[config.mk]
export PLATFORM = sky130hd
export DESIGN_NAME = pace_timer_bank
export DESIGN_NICKNAME = d
export VERILOG_FILES = /design/src/rtl/pt_pkg.sv /design/src/rtl/pt_prescale.sv /design/src/rtl/pt_counter.sv /design/src/rtl/pace_timer_bank.sv
export SDC_FILE = /design/constraint.sdc
export NUM_CORES = 1
export LEC_CHECK = 0
export BUFFER_PORTS_ARGS = -buffer_cell sky130_fd_sc_hd__buf_2
export CAP_MARGIN = 20
export CORE_MARGIN = 1
export CORE_UTILIZATION = 50
export CTS_CLUSTER_DIAMETER = 50
export DETAILED_ROUTE_END_ITERATION = 8
export GPL_TIMING_DRIVEN = 0
export PLACE_DENSITY = 0.66
export SYNTH_ARGS = -nofsm -noshare
export SYNTH_HDL_FRONTEND = slang
export SYNTH_HIERARCHICAL = 1
export SYNTH_SLANG_ARGS = --single-unit
[constraint.sdc]
create_clock -name clk -period 8.2 [get_ports clk]
set_clock_uncertainty 0.1 [all_clocks]
set_input_delay 2.05 -clock clk [delete_from_list [all_inputs] [get_ports clk]]
set_output_delay 2.05 -clock clk [all_outputs]
set_load 0.01 [all_outputs]
[src/rtl/pt_pkg.sv]
package pt_pkg;
    typedef enum logic [1:0] {
        TM_TC_LEVEL  = 2'd0,
        TM_RATE      = 2'd1,
        TM_SW_STROBE = 2'd2,
        TM_HW_STROBE = 2'd3
    } tmode_e;

    typedef enum logic [1:0] {
        CS_OSC  = 2'd0,
        CS_TMR1 = 2'd1,
        CS_EOC  = 2'd2,
        CS_EOS  = 2'd3
    } clksrc_e;

    localparam logic [1:0] ROLE_WDOG = 2'd2;

    localparam logic [2:0] A_CTRL  = 3'd0;
    localparam logic [2:0] A_STAT  = 3'd1;
    localparam logic [2:0] A_DATA  = 3'd2;
    localparam logic [2:0] A_SEL   = 3'd3;
    localparam logic [2:0] A_TMODE = 3'd4;
    localparam logic [2:0] A_T2CFG = 3'd5;

    localparam int PORT_W = 16;
endpackage

[src/rtl/pt_prescale.sv]
module pt_prescale #(
    parameter int DIV = 10
) (
    input  logic clk,
    input  logic rst_n,
    output logic tick
);
    localparam int CW = (DIV > 1) ? $clog2(DIV) : 1;
    localparam logic [CW-1:0] LAST = CW'(DIV - 1);

    logic [CW-1:0] cnt_d, cnt_q;

    always_comb begin
        cnt_d = (cnt_q == LAST) ? '0 : cnt_q + 1'b1;
    end

    always_ff @(posedge clk or negedge rst_n) begin
        if (!rst_n) cnt_q <= '0;
        else        cnt_q <= cnt_d;
    end

    assign tick = (cnt_q == LAST);
endmodule

[src/rtl/pt_counter.sv]
module pt_counter
    import pt_pkg::*;
#(
    parameter int W = 16
) (
    input  logic         clk,
    input  logic         rst_n,
    input  logic         tick,
    input  logic         gate,
    input  tmode_e       mode,
    input  logic         load,
    input  logic [W-1:0] load_val,
    input  logic         trig,
    output logic [W-1:0] cnt_o,
    output logic         out_o,
    output logic         tc_o
);
    typedef struct packed {
        logic [W-1:0] cnt;
        logic [W-1:0] rld;
        logic         run;
        logic         out;
    } cstate_t;

    cstate_t s_d, s_q;
    logic [W-1:0] eff;
    logic tc;

    assign eff = (load_val < W'(2)) ? W'(2) : load_val;
    assign tc  = s_q.run && gate && tick && (s_q.cnt == W'(1));

    always_comb begin
        s_d = s_q;
        s_d.out = (mode == TM_TC_LEVEL) ? s_q.out : 1'b0;
        if (tc) begin
            s_d.cnt = (mode == TM_RATE) ? s_q.rld : '0;
            s_d.run = (mode == TM_RATE);
            s_d.out = 1'b1;
        end else if (s_q.run && gate && tick) begin
            s_d.cnt = s_q.cnt - 1'b1;
        end
        if (load) begin
            s_d.rld = eff;
            s_d.cnt = eff;
            s_d.run = (mode != TM_HW_STROBE);
            s_d.out = 1'b0;
        end else if (trig && mode == TM_HW_STROBE && s_q.rld != '0) begin
            s_d.cnt = s_q.rld;
            s_d.run = 1'b1;
        end
    end

    always_ff @(posedge clk or negedge rst_n) begin
        if (!rst_n) s_q <= '0;
        else        s_q <= s_d;
    end

    assign cnt_o = s_q.cnt;
    assign out_o = s_q.out;
    assign tc_o  = tc;

    // a running count never sits at zero
    a_r3_run_nonzero: assert property (@(posedge clk) disable iff (!rst_n)
        s_q.run |-> (s_q.cnt != '0));
    // gate low holds the count
    a_r7_gate_freeze: assert property (@(posedge clk) disable iff (!rst_n)
        (!gate && !load && !trig) |=> $stable(s_q.cnt));
    // one-shot modes stop after the terminal count
    a_r4_oneshot_stop: assert property (@(posedge clk) disable iff (!rst_n)
        (tc && mode != TM_RATE && !load && !trig) |=> !s_q.run);
    // rate mode keeps running through the terminal count
    a_r2_rate_reload: assert property (@(posedge clk) disable iff (!rst_n)
        (tc && mode == TM_RATE && !load) |=> s_q.run);
endmodule

[src/rtl/pace_timer_bank.sv]
module pace_timer_bank
    import pt_pkg::*;
#(
    parameter int PRE0  = 10,
    parameter int PRE1  = 1000,
    parameter int PRE2  = 1000,
    parameter int T01_W = 16,
    parameter int T2_W  = 24
) (
    input  logic        clk,
    input  logic        rst_n,
    input  logic        bus_wr,
    input  logic        bus_rd,
    input  logic [2:0]  bus_addr,
    input  logic [15:0] bus_wdata,
    output logic [15:0] bus_rdata,
    input  logic        eoc_evt,
    input  logic        eos_evt,
    input  logic [2:0]  strobe_trig,
    output logic [2:0]  tmr_out,
    output logic [3:0]  dig_out,
    output logic        irq,
    output logic        wdog_trip
);
    localparam int HI_W = T2_W - PORT_W;

    typedef struct packed {
        logic [2:0]        gate;
        logic [7:0]        sel;
        logic [5:0]        tmode;
        logic [1:0]        t2clk;
        logic [1:0]        t2role;
        logic              t2irq;
        logic [PORT_W-1:0] stage;
        logic              flag;
    } regs_t;

    regs_t r_d, r_q;

    logic             data_wr, sel_rd;
    logic [1:0]       idx;
    logic [1:0]       tc01;
    logic [T01_W-1:0] cnt01 [2];
    logic [T2_W-1:0]  cnt2;
    logic             tc2, tick2, load2;
    logic [T2_W-1:0]  load2_val;
    logic [2:0]       pre_tick;

    assign idx     = r_q.sel[1:0];
    assign data_wr = bus_wr && (bus_addr == A_DATA);
    assign sel_rd  = bus_rd && (bus_addr == A_SEL);

    always_comb begin
        r_d = r_q;
        if (bus_wr) begin
            case (bus_addr)
                A_CTRL:  r_d.gate  = bus_wdata[14:12];
                A_SEL:   r_d.sel   = bus_wdata[7:0];
                A_TMODE: r_d.tmode = bus_wdata[5:0];
                A_T2CFG: begin
                    r_d.t2clk  = bus_wdata[7:6];
                    r_d.t2role = bus_wdata[5:4];
                    r_d.t2irq  = bus_wdata[2];
                end
                A_DATA:  if (idx == 2'd2) r_d.stage = bus_wdata;
                default: ;
            endcase
        end
        if (sel_rd) r_d.flag = 1'b0;
        if (tc2)    r_d.flag = 1'b1;
    end

    always_ff @(posedge clk or negedge rst_n) begin
        if (!rst_n) r_q <= '0;
        else        r_q <= r_d;
    end

    genvar i;
    generate
        for (i = 0; i < 3; i++) begin : g_pre
            pt_prescale #(.DIV((i == 0) ? PRE0 : ((i == 1) ? PRE1 : PRE2))) u_pre (
                .clk(clk), .rst_n(rst_n), .tick(pre_tick[i]));
        end
        for (i = 0; i < 2; i++) begin : g_t01
            pt_counter #(.W(T01_W)) u_cnt (
                .clk(clk), .rst_n(rst_n),
                .tick(pre_tick[i]),
                .gate(r_q.gate[i]),
                .mode(tmode_e'(r_q.tmode[2*i +: 2])),
                .load(data_wr && idx == 2'(i)),
                .load_val(T01_W'(bus_wdata)),
                .trig(strobe_trig[i]),
                .cnt_o(cnt01[i]),
                .out_o(tmr_out[i]),
                .tc_o(tc01[i]));
        end
    endgenerate

    always_comb begin
        case (clksrc_e'(r_q.t2clk))
            CS_OSC:  tick2 = pre_tick[2];
            CS_TMR1: tick2 = tc01[1];
            CS_EOC:  tick2 = eoc_evt;
            default: tick2 = eos_evt;
        endcase
    end

    assign load2     = data_wr && (idx == 2'd3);
    assign load2_val = {bus_wdata[HI_W-1:0], r_q.stage};

    pt_counter #(.W(T2_W)) u_t2 (
        .clk(clk), .rst_n(rst_n),
        .tick(tick2),
        .gate(r_q.gate[2]),
        .mode(tmode_e'(r_q.tmode[5:4])),
        .load(load2),
        .load_val(load2_val),
        .trig(strobe_trig[2]),
        .cnt_o(cnt2),
        .out_o(tmr_out[2]),
        .tc_o(tc2));

    always_comb begin
        bus_rdata = '0;
        case (bus_addr)
            A_CTRL:  bus_rdata[14:12] = r_q.gate;
            A_STAT:  bus_rdata[12]    = r_q.flag;
            A_SEL:   bus_rdata[7:0]   = r_q.sel;
            A_TMODE: bus_rdata[5:0]   = r_q.tmode;
            A_T2CFG: bus_rdata[7:0]   = {r_q.t2clk, r_q.t2role, 1'b0, r_q.t2irq, 2'b00};
            A_DATA: begin
                case (idx)
                    2'd0:    bus_rdata = PORT_W'(cnt01[0]);
                    2'd1:    bus_rdata = PORT_W'(cnt01[1]);
                    2'd2:    bus_rdata = cnt2[PORT_W-1:0];
                    default: bus_rdata = PORT_W'(cnt2[T2_W-1:PORT_W]);
                endcase
            end
            default: ;
        endcase
    end

    assign dig_out   = r_q.sel[7:4];
    assign irq       = r_q.flag && r_q.t2irq;
    assign wdog_trip = r_q.flag && (r_q.t2role == ROLE_WDOG);

    // timer 2 terminal count sets the sticky flag
    a_r12_flag_set: assert property (@(posedge clk) disable iff (!rst_n)
        tc2 |=> r_q.flag);
    // a select read clears the flag unless a new terminal count coincides
    a_r12_rd_clear: assert property (@(posedge clk) disable iff (!rst_n)
        (sel_rd && !tc2) |=> !r_q.flag);
    // digital outputs move only on a select write
    a_r10_dout_hold: assert property (@(posedge clk) disable iff (!rst_n)
        !(bus_wr && bus_addr == A_SEL) |=> $stable(dig_out));
endmodule

After elaboration in Yosys (flattened, before gate mapping)
Cells that the tools add are included.

storage, ports and cells
  register bits = 181
  output and inout bits = 25
  word-level logic and storage cells = 148

operators by class
  reduce and logical (&&, ||, !) cells = 43
  equality and inequality tests = 29
  $lt $le $gt $ge = 2
  $add $sub $neg = 6
  muxes and demuxes = 45

operators by type and width
  cell                                                                     count
  16-bit two-way mux                                                       11
  24-bit two-way mux                                                       6
  16-bit case mux with 3 select lines                                      1
  16-bit by 1-bit equality test with 1-bit output (second input constant)  2
  16-bit nonzero test                                                      2
  16-bit by 1-bit subtractor with 16-bit output (second input constant)    2
  24-bit by 1-bit equality test with 1-bit output (second input constant)  1
  24-bit by 2-bit < comparator with 1-bit output (second input constant)   1
  6-bit case mux with 4 select lines                                       1
  24-bit nonzero test                                                      1
  24-bit by 1-bit subtractor with 24-bit output (second input constant)    1
  1-bit logical AND                                                        22
  10-bit by 1-bit adder with 10-bit output (second input constant)         2
  10-bit equality test (second input constant)                             2
  10-bit two-way mux                                                       2
  16-bit by 2-bit < comparator with 1-bit output (second input constant)   1
  1-bit two-way mux                                                        15
  2-bit equality test (second input constant)                              7
  4-bit nonzero test                                                       3
  2-bit by 1-bit equality test with 1-bit output (second input constant)   5
  2-bit logical NOT                                                        5
  3-bit nonzero test                                                       3
  4-bit two-way mux                                                        2
  2-bit AND reduction                                                      4
  15 further kinds                                                         23

Logic depth before layout (Yosys ltp)
  depth after elaboration = 9
  gate-level depth with buffers = 19
  gate-level depth less buffers = 15

Modules after synthesis
The synthesis kept the hierarchy.

by module, submodules not included
  module                             cells an instance  seq. area each (um^2)  instances  area each (um^2)
  pt_counter at g_t01[0].u_cnt ...   227                850.8                  2          2150.8
  pt_counter at u_t2                 349                1251.2                 1          3085.5
  pace_timer_bank                    191                975.9                  1          2337.2
  pt_prescale at g_pre[1].u_pre ...  43                 250.2                  2          483.0
  pt_prescale at g_pre[0].u_pre      15                 100.1                  1          171.4

Least setup slack after synthesis
Ideal clock, no wire load.

  path type = input to output
  start = in bus_addr[0]
  end = out bus_rdata[6]
  arrival time = 3079 ps
  path buffers = 3
  stages = 6
  path slack = 2971 ps
  cells stage by stage = buf_2 buf_2 buf_1 nand2_1 nor2_1 o2bb2ai_1

on the way
  cells in the longest elaborated chain, start to end = 2
  elaborated cells between the ends (all ways) = 4
  those cells by class = eq/ne (3); mux (1)

RTL lines
  item                                                                                   line                    RTL
  start: declaration                                                                     pace_timer_bank.sv:14   input logic [2:0] bus_addr,
  3-bit by 2-bit equality test with 1-bit output or 3-bit equality test (tied branches)  pace_timer_bank.sv:125  case (bus_addr)
  2-bit case mux with 3 select lines (*)                                                 pace_timer_bank.sv:125
  end: declaration                                                                       pace_timer_bank.sv:16   output logic [15:0] bus_rdata,

Every way passes the cells marked *; elsewhere a longest branch is shown, timed or not.

Final worst setup path
Same ends and word-level chain as after synthesis.

==> results.md <==
* Status: finished clean
* Finished Cell Area at 0.0121 mm^2
* Hold Path Depth at 1
* Seq/Total Area, Yosys at 41.7%
* Post-CTS Hold Buffers at 0
* Mean Syn Cell Area at 9.92 um^2
* Clock root buffer: clkbuf_16
* Max Buffers Root-to-Sink at 2
* Wirelength, routed at 33.3 mm
* Final setup viols at 0
* Postcts setup bufs at 0
* Synth top area share at 41.7%
* Die height at 149 um
* TritonCTS Sinks at 181
* Leakage at 5.41 nW
* Vias/cell at 6.31
* P&R area growth vs syn at 11.3%
* H-tree depth at 4
* Final hold violations at 0
* CP startpoint kind: primary input
* Wire per inst at 22.9 um
* Seq. cell area at 0.00453 mm^2
* Number of global-route vias before repair at 8767
* Worst-Margin Slew at 0.933 ns
* Ys async rst share at 100%
* Post_cts resized at 0
* Synth warn at 6
* Maxcap violations at 0
* HP Class: reg2reg
* RSZ-0062 raised after global routing: no
* Synth area leaders: dfrtp_1 42%, mux2_2 6.1%, buf_4 4.3%
* P per Cell Area at 285 mW/mm^2
* Endpoint, Worst Hold: g_pre[0].u_pre/cnt_q[0]
* Die area at 0.0223 mm^2
* Post-synth top cells: 181 x dfrtp_1, 94 x nand2_1, 71 x nor2_1, 62 x buf_4, 59 x mux2_2
* Placed cell area at 0.0115 mm^2
* Core Rows at 53
* Synth Net Count at 1131
* Filler cells at 1837
* Post-synthesis register bit count at 181
* Dpl hpwl at 23.3 mm
* First-pass GRT wire length at 51.1 mm
* Min Tclk post-route at 5.60 ns
* Critical path class: in2out
* CTS buffer count at 17
* I/O Pins at 53
* Peak VDD IR at 0.120 mV
* Setup_tns at 0 ns
* Area of the multi-input gates at 0.00541 mm^2
* Nets at 1201
* Share of layout cells above drive strength 1 at 26.6%
* Top-count cell post-synth: dfrtp_1
* Final Util at 57.1%
* Crit path capture type: output pin
* Worst skew pair latency at 0.44 ns
* Antenna cell count at 0
* Mapped Cells at 1095
* DRC at 0
* Largest net degree at the start of global routing at 104
* FF-to-FF path depth at 18
* Total number of vias at 9163
* Yosys cell types at 92
* GP Congestion at 0.931
* CP max FO at 10
* Period utilization at 68.3%
* Total GRT Usage at 30.8%
* Critical Path AT at 3.45 ns
* Core area at 0.0212 mm^2
* F_max at 0.179 GHz
* Cell type with the largest total area after synthesis: dfrtp_1
* Gr ovfl total at 0
* DR iter-0 viols at 1036
* DRT Pass-1 Iters at 7
* Mapped Area at 0.0109 mm^2
* Worst R2R Setup Slack at 3.33 ns
* R2R Path End: u_t2/cnt_o[13]
* Number of flops mapped to enable cells by yosys at 0
* Antenna violations before repair at 1
* Data required time at the worst endpoint at 6.05 ns
* PortBufs at 50
* TritonCTS clock tree: yes
* Hold path start: g_pre[0].u_pre/cnt_q[0]
* Post-route ant nets at 0
* Max_slew headroom at 37.0%
* Reg2Reg Launch Point: g_pre[1].u_pre/cnt_q[0]
* Slew Viols, Final at 0
* Top FF cell, synth: dfrtp_1
* Starting Density at 51.3%
* Clock transition at the registers of the reported paths at 0.07 ns
* Die W at 149 um
logic make-up (layout without fill, tap and decap cells):
logic type,after synthesis,in the layout,share of synthesized area [%]
and+or+nand+nor,372,372,18.5
DFF,181,181,41.7
adders and majority gates,8,8,0.922
buffers and inverters,161,244,8.54
xor gates and xnor gates,22,22,1.77
muxes,91,91,10.4
AOI/OAI and AO/OA,260,260,18.1
where the power goes:
part / switching, mW / internal (mW) / leakage, nW
clock: 0.386 / 0.457 / 0.288
combinational: 0.596 / 0.561 / 2.86
sequential: 0.314 / 1.12 / 2.27
total: 1.30 / 2.14 / 5.41
how the worst max path moves through the flow:
| stage | startpoint | to | cells past startpoint | slack (ns) |
|---|---|---|---|---|
| 2_1_floorplan | bus_addr[0] | bus_rdata[6] | 6 | 2.97 |
| 3_3_place_gp | rst_n | g_t01[0].u_cnt/cnt_o[6] | 1 | 1.94 |
| 3_5_place_dp | bus_addr[0] | bus_rdata[6] | 7 | 2.62 |
| 4_1_cts | bus_addr[0] | bus_rdata[6] | 7 | 2.61 |
| 5_1_grt | bus_addr[0] | bus_rdata[6] | 7 | 2.49 |
| 6_report | bus_addr[0] | bus_rdata[6] | 7 | 2.60 |
cell usage in the layout, fill, tap and decap left out, types with 6 or more instances in the layout:
cell,count
and2_1,8
o22a_1,10
clkbuf_16,17
o31ai_1,7
nor4_1,34
a32oi_1,14
mux2_2,59
ha_1,8
inv_6,7
and3_1,18
a22o_2,8
nand3_1,38
a21oi_1,38
mux2i_1,14
clkbuf_1,25
xor2_1,10
nand2_1,94
o21ai_0,50
buf_4,62
mux2_4,10
a22oi_1,16
nand2b_1,7
buf_2,64
nor3_1,24
nor2_1,71
inv_1,45
a31oi_1,16
buf_6,8
nor3b_1,6
nand4_1,18
a211oi_2,12
xnor2_1,12
a22o_1,10
mux4_2,8
o211ai_1,6
dfrtp_1,181
registers in the layout, indices dropped and copies added (netlist names):
register and count:
dig_out 4, g_pre.u_pre/cnt_q 24, g_t01.u_cnt/cnt_o 32, g_t01.u_cnt/out_o 2, g_t01.u_cnt/s_q 34, idx 2, load2_val 16, r_q 17
u_t2/cnt_o 24, u_t2/out_o 1, u_t2/s_q 25
area by class of cell:
type / instances / share of cell area [%]
Buffer: 115 / 6.24
Clock buffer: 17 / 3.52
Clock inverter: 15 / 1.38
Inverter: 46 / 1.43
Multi-Input combinational cell: 753 / 44.7
Sequential cell: 181 / 37.5
Tap cell: 275 / 2.85
Timing Repair Buffer: 51 / 2.38
routing by layer:
metal / wire, um / vias up / track usage [%]
met5: 0 / - / 0
met3: 2980 / 74 / 5.99
met1: 14600 / 4503 / 44.1
li1: - / 4146 / -
met2: 14600 / 440 / 45.9
met4: 1040 / 0 / 11.6
critical path, cell delays in order:
cell and delay (ns):
buf_2 0.18, buf_2 0.25, buf_1 0.45, nand2_1 0.10, nor2_1 0.14, o2bb2ai_1 0.13
buf_2 0.14
stage by stage:
step / hold WS [ns] / std cells / worst slack [ns] / power (mW)
4_1_cts: 0.404 / 1453 / 2.61 / 3.43
5_1_grt: 0.427 / 1453 / 2.49 / 3.62
3_5_place_dp: 0.391 / 1421 / 2.62 / 2.58
3_3_place_gp: 0.382 / 1420 / 1.94 / 2.56
2_1_floorplan: 0.358 / 1095 / 2.97 / 2.21
6_report: 0.401 / 1453 / 2.60 / 3.44
No activity file was read; power rests on OpenSTA's default activity.
